**config.mk**
```make
export PLATFORM = sky130hd
export DESIGN_NAME = reconf_trigger_monitor
export DESIGN_NICKNAME = d
export VERILOG_FILES = /design/src/rtl/rtm_pkg.sv /design/src/rtl/rtm_run_ctr.sv /design/src/rtl/rtm_target_pick.sv /design/src/rtl/rtm_cost_eval.sv /design/src/rtl/reconf_trigger_monitor.sv
export SDC_FILE = /design/constraint.sdc
export NUM_CORES = 1
export LEC_CHECK = 0
export BUFFER_PORTS_ARGS = -buffer_cell sky130_fd_sc_hd__buf_2
export CAP_MARGIN = 20
export CORE_UTILIZATION = 59
export CTS_CLUSTER_SIZE = 20
export DETAILED_ROUTE_END_ITERATION = 8
export GPL_TIMING_DRIVEN = 0
export PLACE_DENSITY = 0.87
export SETUP_SLACK_MARGIN = 0.1
export SYNTH_ARGS = -nofsm -noshare
export SYNTH_HDL_FRONTEND = slang
export SYNTH_SLANG_ARGS = --single-unit
```
**constraint.sdc**
```tcl
create_clock -name clk -period 11.8 [get_ports clk]
set_input_delay 0.59 -clock clk [delete_from_list [all_inputs] [get_ports clk]]
set_output_delay 0.59 -clock clk [all_outputs]
set_load 0.1 [all_outputs]
```
**src/rtl/rtm_pkg.sv**
```systemverilog
package rtm_pkg;
  localparam int unsigned DEF_SLOTS  = 3;
  localparam int unsigned DEF_TYPE_W = 2;
  localparam int unsigned DEF_UTIL_W = 8;
  localparam int unsigned DEF_RUN_W  = 4;

  // width of an index able to address n items (at least 1 bit)
  function automatic int unsigned idx_width(input int unsigned n);
    return (n > 1) ? $clog2(n) : 1;
  endfunction
endpackage

```
**src/rtl/rtm_run_ctr.sv**
```systemverilog
module rtm_run_ctr #(
  parameter int unsigned UTIL_W = rtm_pkg::DEF_UTIL_W,
  parameter int unsigned RUN_W  = rtm_pkg::DEF_RUN_W
) (
  input  logic              clk,
  input  logic              rst_n,
  input  logic              smp_acc,
  input  logic              clear,
  input  logic [UTIL_W-1:0] util,
  input  logic [UTIL_W-1:0] thresh,
  input  logic [RUN_W-1:0]  run_need,
  output logic              hot
);
  logic [RUN_W-1:0] cnt_q;
  logic [RUN_W-1:0] cnt_nxt;
  logic             over;

  always_comb begin
    over = util > thresh;
    if (!over)
      cnt_nxt = '0;
    else if (cnt_q == '1)
      cnt_nxt = cnt_q;
    else
      cnt_nxt = cnt_q + RUN_W'(1);
    hot = over && (cnt_nxt >= run_need);
  end

  always_ff @(posedge clk) begin
    if (!rst_n)
      cnt_q <= '0;
    else if (smp_acc)
      cnt_q <= clear ? '0 : cnt_nxt;
  end
endmodule

```
**src/rtl/rtm_target_pick.sv**
```systemverilog
module rtm_target_pick #(
  parameter int unsigned SLOTS  = rtm_pkg::DEF_SLOTS,
  parameter int unsigned TYPE_W = rtm_pkg::DEF_TYPE_W,
  parameter int unsigned UTIL_W = rtm_pkg::DEF_UTIL_W
) (
  input  logic [SLOTS-1:0]        hot,
  input  logic [SLOTS*TYPE_W-1:0] cur_cfg,
  input  logic [SLOTS*UTIL_W-1:0] util,
  output logic                    found,
  output logic [SLOTS*TYPE_W-1:0] tgt_cfg
);
  localparam int unsigned IDX_W = rtm_pkg::idx_width(SLOTS);

  logic [TYPE_W-1:0] cur_a [SLOTS];
  logic [UTIL_W-1:0] util_a [SLOTS];
  logic [TYPE_W-1:0] tgt_a [SLOTS];

  for (genvar g = 0; g < SLOTS; g++) begin : g_unpack
    assign cur_a[g]  = cur_cfg[g*TYPE_W +: TYPE_W];
    assign util_a[g] = util[g*UTIL_W +: UTIL_W];
    assign tgt_cfg[g*TYPE_W +: TYPE_W] = tgt_a[g];
  end

  logic              have_hot;
  logic [IDX_W-1:0]  hot_idx;
  logic [TYPE_W-1:0] ovl_type;
  logic              have_cand;
  logic [IDX_W-1:0]  cand_idx;
  logic [UTIL_W-1:0] cand_util;

  // lowest-numbered slot with a completed run names the overloaded type
  always_comb begin
    have_hot = 1'b0;
    hot_idx  = '0;
    for (int i = 0; i < SLOTS; i++) begin
      if (hot[i] && !have_hot) begin
        have_hot = 1'b1;
        hot_idx  = IDX_W'(i);
      end
    end
    ovl_type = cur_a[hot_idx];
  end

  // least-utilised slot of another type, ties to the lowest number
  always_comb begin
    have_cand = 1'b0;
    cand_idx  = '0;
    cand_util = '0;
    for (int j = 0; j < SLOTS; j++) begin
      if (cur_a[j] != ovl_type && (!have_cand || util_a[j] < cand_util)) begin
        have_cand = 1'b1;
        cand_idx  = IDX_W'(j);
        cand_util = util_a[j];
      end
    end
  end

  always_comb begin
    for (int k = 0; k < SLOTS; k++)
      tgt_a[k] = (have_cand && IDX_W'(k) == cand_idx) ? ovl_type : cur_a[k];
    found = have_hot && have_cand;
  end
endmodule

```
**src/rtl/rtm_cost_eval.sv**
```systemverilog
module rtm_cost_eval #(
  parameter int unsigned SLOTS  = rtm_pkg::DEF_SLOTS,
  parameter int unsigned TYPE_W = rtm_pkg::DEF_TYPE_W,
  parameter int unsigned COST_W = $clog2(SLOTS + 1)
) (
  input  logic [SLOTS*TYPE_W-1:0] cfg_a,
  input  logic [SLOTS*TYPE_W-1:0] cfg_b,
  input  logic [COST_W-1:0]       limit,
  output logic [COST_W-1:0]       cost,
  output logic                    allowed
);
  logic [SLOTS-1:0] diff;

  for (genvar g = 0; g < SLOTS; g++) begin : g_diff
    assign diff[g] = cfg_a[g*TYPE_W +: TYPE_W] != cfg_b[g*TYPE_W +: TYPE_W];
  end

  always_comb begin
    cost = '0;
    for (int i = 0; i < SLOTS; i++)
      if (diff[i]) cost = cost + COST_W'(1);
    allowed = cost <= limit;
  end
endmodule

```
**src/rtl/reconf_trigger_monitor.sv**
```systemverilog
module reconf_trigger_monitor #(
  parameter int unsigned SLOTS  = rtm_pkg::DEF_SLOTS,
  parameter int unsigned TYPE_W = rtm_pkg::DEF_TYPE_W,
  parameter int unsigned UTIL_W = rtm_pkg::DEF_UTIL_W,
  parameter int unsigned RUN_W  = rtm_pkg::DEF_RUN_W
) (
  input  logic                         clk,
  input  logic                         rst_n,
  input  logic                         samp_valid,
  output logic                         samp_ready,
  input  logic [SLOTS*UTIL_W-1:0]      samp_util,
  input  logic [SLOTS*UTIL_W-1:0]      cfg_thresh,
  input  logic [RUN_W-1:0]             cfg_run_len,
  input  logic [$clog2(SLOTS+1)-1:0]   cfg_cost_max,
  input  logic [SLOTS*TYPE_W-1:0]      cur_cfg,
  input  logic                         recfg_done,
  output logic                         trig_valid,
  input  logic                         trig_ready,
  output logic [SLOTS*TYPE_W-1:0]      trig_cfg,
  output logic [$clog2(SLOTS+1)-1:0]   trig_cost
);
  localparam int unsigned COST_W = $clog2(SLOTS + 1);
  localparam int unsigned CFG_W  = SLOTS * TYPE_W;

  logic              blocked_q;
  logic              trig_valid_q;
  logic [CFG_W-1:0]  trig_cfg_q;
  logic [COST_W-1:0] trig_cost_q;

  logic              smp_acc;
  logic              unblk;
  logic              fire;
  logic [RUN_W-1:0]  run_need;
  logic [SLOTS-1:0]  hot;
  logic              found;
  logic [CFG_W-1:0]  tgt_cfg;
  logic [COST_W-1:0] cost;
  logic              allowed;

  assign samp_ready = !trig_valid_q;
  assign smp_acc    = samp_valid && samp_ready;
  assign unblk      = !blocked_q || recfg_done;
  assign run_need   = (cfg_run_len == '0) ? RUN_W'(1) : cfg_run_len;
  assign fire       = smp_acc && unblk && found && allowed;

  for (genvar g = 0; g < SLOTS; g++) begin : g_slot
    rtm_run_ctr #(
      .UTIL_W(UTIL_W),
      .RUN_W (RUN_W)
    ) u_run (
      .clk     (clk),
      .rst_n   (rst_n),
      .smp_acc (smp_acc),
      .clear   (fire || !unblk),
      .util    (samp_util[g*UTIL_W +: UTIL_W]),
      .thresh  (cfg_thresh[g*UTIL_W +: UTIL_W]),
      .run_need(run_need),
      .hot     (hot[g])
    );
  end

  rtm_target_pick #(
    .SLOTS (SLOTS),
    .TYPE_W(TYPE_W),
    .UTIL_W(UTIL_W)
  ) u_pick (
    .hot    (hot),
    .cur_cfg(cur_cfg),
    .util   (samp_util),
    .found  (found),
    .tgt_cfg(tgt_cfg)
  );

  rtm_cost_eval #(
    .SLOTS (SLOTS),
    .TYPE_W(TYPE_W),
    .COST_W(COST_W)
  ) u_cost (
    .cfg_a  (tgt_cfg),
    .cfg_b  (cur_cfg),
    .limit  (cfg_cost_max),
    .cost   (cost),
    .allowed(allowed)
  );

  always_ff @(posedge clk) begin
    if (!rst_n) begin
      blocked_q    <= 1'b0;
      trig_valid_q <= 1'b0;
      trig_cfg_q   <= '0;
      trig_cost_q  <= '0;
    end else begin
      if (fire)
        blocked_q <= 1'b1;
      else if (recfg_done)
        blocked_q <= 1'b0;

      if (fire) begin
        trig_valid_q <= 1'b1;
        trig_cfg_q   <= tgt_cfg;
        trig_cost_q  <= cost;
      end else if (trig_ready) begin
        trig_valid_q <= 1'b0;
      end
    end
  end

  assign trig_valid = trig_valid_q;
  assign trig_cfg   = trig_cfg_q;
  assign trig_cost  = trig_cost_q;
endmodule

```
==> impl_metrics.py <==
metrics = {
    "status": {
        "result_of_the_run": "finished, final reports clean",
    },
    "timing": {
        "setup-violations-final": 0,
        "worst_slew_margin_rel_pct": 50.4,
        "post-route-period-util_pct": 81.1,
        "rsz0062_at_grt": "no",
        "min_period_ns": 9.56,
        "timing_hold_violations_final": 0,
        "setup_total_negative_slack_ns": 0,
        "fin_max_slew_vios": 0,
        "fin_worst_skew_ns": 0.0113,
        "max_clock_freq_mhz": 105,
        "worst_slack_ns": 2.24,
        "worstMarginPinSlew_ns": 0.738,
    },
    "critical_path": {
        "reg2reg_to": "trig_cost[0]",
        "cp-startpoint": "samp_util[7]",
        "worst_r2r_startpoint": "g_slot[0].u_run.cnt_q[0]",
        "critPathLaunchType": "primary input",
        "critical_path.endpoint_type": "register",
        "r2r_setup_slack_ns": 2.99,
        "worst_path_max_delay_cell": "nor4_1",
        "critical_path_arrival_ns": 9.78,
        "timing.critical_path.fanout_max": 10,
        "peak_per_stage_delay_on_the_critical_path_ns": 0.57,
        "critical_path_class": "in2reg",
        "required_ns": 12.01,
        "reg2regPathDepth": 41,
    },
    "synth": {
        "synth_top_cells_by_count": "57 x ha_1, 35 x inv_1, 35 x nor2_1, 22 x a21oi_1, 22 x dfxtp_1",
        "synth.yosys.seq_area_share_pct": 14.8,
        "ys_warn_count": 0,
        "post-synth-top-area-fraction_pct": 24.0,
        "yosys.cell_count.top_type": "ha_1",
        "postSynth.asyncResetShare_pct": 0,
        "synth_enable_flop_cells": 0,
        "synth_nets": 499,
        "netlist_area_pre_place_mm2": 0.00297,
        "synth_seq_cells": 22,
        "synthCells": 377,
        "synthesis.area_per_instance_um2": 7.89,
        "largest_area_contributor_in_the_netlist": "ha_1",
        "synth_cell_types": 57,
        "ys_top_cells_by_area": "ha_1 24%, dfxtp_1 15%, inv_1 4.4%",
        "ys.flop_type": "dfxtp_1",
    },
    "grt": {
        "grt_overflow": 0,
        "first_pass_grt_wire_length_mm": 12.6,
        "grt.total_usage_pct": 29.1,
        "grt_pass1_vias": 3049,
        "grt_max_degree": 14,
        "grt_antenna_before_repair": 0,
    },
    "cells_and_area": {
        "num-nets-final": 578,
        "layout.core_utilization_pct": 73.1,
        "synthToLayoutAreaGrowth_pct": 17.7,
        "fillers": 376,
        "final_layout_size_suffix_gt1_share_pct": 21.8,
        "regArea_um2": 440,
        "antenna_cells": 0,
        "multi_input_comb_area_mm2": 0.00236,
        "final-instance-count-excl-fill": 522,
    },
    "floorplanning": {
        "effective_utilization_at_floorplan_pct": 62.1,
        "fp.dieArea_mm2": 0.00533,
        "placementRows": 25,
        "chipHeight_um": 73,
        "die_width_um": 73,
        "ios": 75,
        "design.core.area_mm2": 0.00479,
    },
    "clock_tree": {
        "cts_htree_levels": 1,
        "cts-buffers-inserted": 3,
        "post_cts_resize_count": 0,
        "tritoncts_clock_tree": "built",
        "cts_max_path_buffers": 2,
        "cts_hold_buffers": 0,
        "clock_tree_root": "clkbuf_8",
        "cts.sink_count": 22,
        "worstSkewPairLatency_ns": 0.27,
        "clk_pin_slew_worst_paths_ns": 0.08,
        "post_cts.repair.setup_buffers": 0,
    },
    "placement": {
        "globalplace.congestion": 0.920,
        "detailed_place_hpwl_mm": 6.24,
        "buffer_ports.inserted": 74,
        "placement.setup.worst_slack_ns": 2.26,
        "dpl.cell_count": 518,
    },
    "route": {
        "vias_per_cell": 5.98,
        "detail_route.first_pass.iterations": 4,
        "route.antenna.remaining_nets": 0,
        "drt_first_iter_violations": 100,
        "post_drt_wl_per_cell_um": 14.2,
        "dr_total_vias": 3120,
        "remaining_routing_drc_violations": 0,
        "routed_wirelength_mm": 7.44,
    },
    "flow_run": {
        "cap_viol_max_count": 0,
    },
    "power": {
        "cellLeakagePower_nw": 1.79,
        "cellPowerDensity_mw_per_mm2": 85.1,
        "worst_vdd_rail_ir_drop_v": 0.0000725,
    },
    "min_path": {
        "hold_class": "reg2reg",
        "hold_path_depth": 2,
        "holdPathEnd": "trig_cfg[5]",
        "hp-start": "trig_cfg[5]",
    },
}
-- power breakdown --
group | switching (mW) | total [mW] | internal (mW) | leakage (nW)
clock network | 0.0273 | 0.0727 | 0.0454 | 0.0357
registers | 0.00242 | 0.0797 | 0.0773 | 0.178
logic | 0.0890 | 0.145 | 0.0565 | 1.58
total | 0.119 | 0.298 | 0.179 | 1.79
-- cells by family (layout without fill, tap and decap cells) --
group | Yosys count | count (layout) | synth area share, %
and+or+nand+nor | 131 | 131 | 23.5
AOI/OAI and AO/OA | 108 | 108 | 27.0
adders and majority gates | 57 | 57 | 24.0
buffers and inverters | 43 | 121 | 5.81
muxes | 6 | 6 | 2.02
DFF | 22 | 22 | 14.8
xor gates and xnor gates | 10 | 10 | 2.95
-- critical path: cells and delay by family --
kind / cells / cell delay (ns)
adder cells (fa/ha/maj): 5 / 1.39
multiplexers: 1 / 0.23
AO/OA/AOI/OAI: 18 / 4.27
AND/OR/NAND/NOR: 14 / 2.36
buffers and inverters: 5 / 0.92
-- state kept, by name, summed over array words and instances (netlist names) --
name,cells
g_slot.u_run.cnt_q,12
trig_cfg,6
trig_cost,2
blocked_q,1
trig_valid,1
-- placed cells by master, fill, tap and decap left out, types with 5 or more instances in the layout --
| master | instances |
|---|---|
| buf_2 | 74 |
| ha_1 | 57 |
| inv_1 | 35 |
| nor2_1 | 35 |
| a21oi_1 | 22 |
| dfxtp_1 | 22 |
| nand2_1 | 21 |
| nand3_1 | 16 |
| nor2b_1 | 16 |
| o21ai_0 | 16 |
| a211o_1 | 10 |
| and3_1 | 10 |
| xor2_1 | 9 |
| a211oi_1 | 9 |
| a22oi_1 | 9 |
| and2_1 | 6 |
| mux2i_1 | 6 |
| clkbuf_1 | 6 |
| nand4_1 | 5 |
| nand2b_1 | 5 |
-- per-stage QoR --
stage / cell area, um^2 / total power [mW] / hold WS [ns]
after floorplan: 2970 / 0.184 / 0.575
after global routing: 3500 / 0.317 / 0.617
after detailed placement: 3430 / 0.223 / 0.558
final: 3500 / 0.298 / 0.578
after global placement: 3430 / 0.217 / 0.549
after CTS: 3500 / 0.295 / 0.579
-- layout make-up --
class	count	area share (%)
Sequential cell	22	12.6
Clock inverter	1	0.858
Timing Repair Buffer	74	10.6
Inverter	35	3.75
Multi-Input combinational cell	312	67.5
Clock buffer	3	1.18
Buffer	8	1.18
Tap cell	67	2.40
-- worst max-delay path by stage --
stage | to | slack, ns | depth (start not counted)
after floorplan | trig_cost[0] | 3.76 | 49
after global placement | trig_cost[1] | 2.48 | 43
after detailed placement | trig_cost[0] | 2.26 | 43
after CTS | trig_cost[0] | 2.46 | 43
after global routing | trig_cost[0] | 1.62 | 43
final | trig_cost[0] | 2.24 | 43
-- metal layers --
layer	GRT usage (%)	wire, um	up-vias
met2	52.8	3610	101
met5	0	0	-
met3	3.31	335	19
met4	12.2	167	0
li1	-	-	1552
met1	34.5	3320	1448
Note: power is estimated with default switching activity, not from simulation.
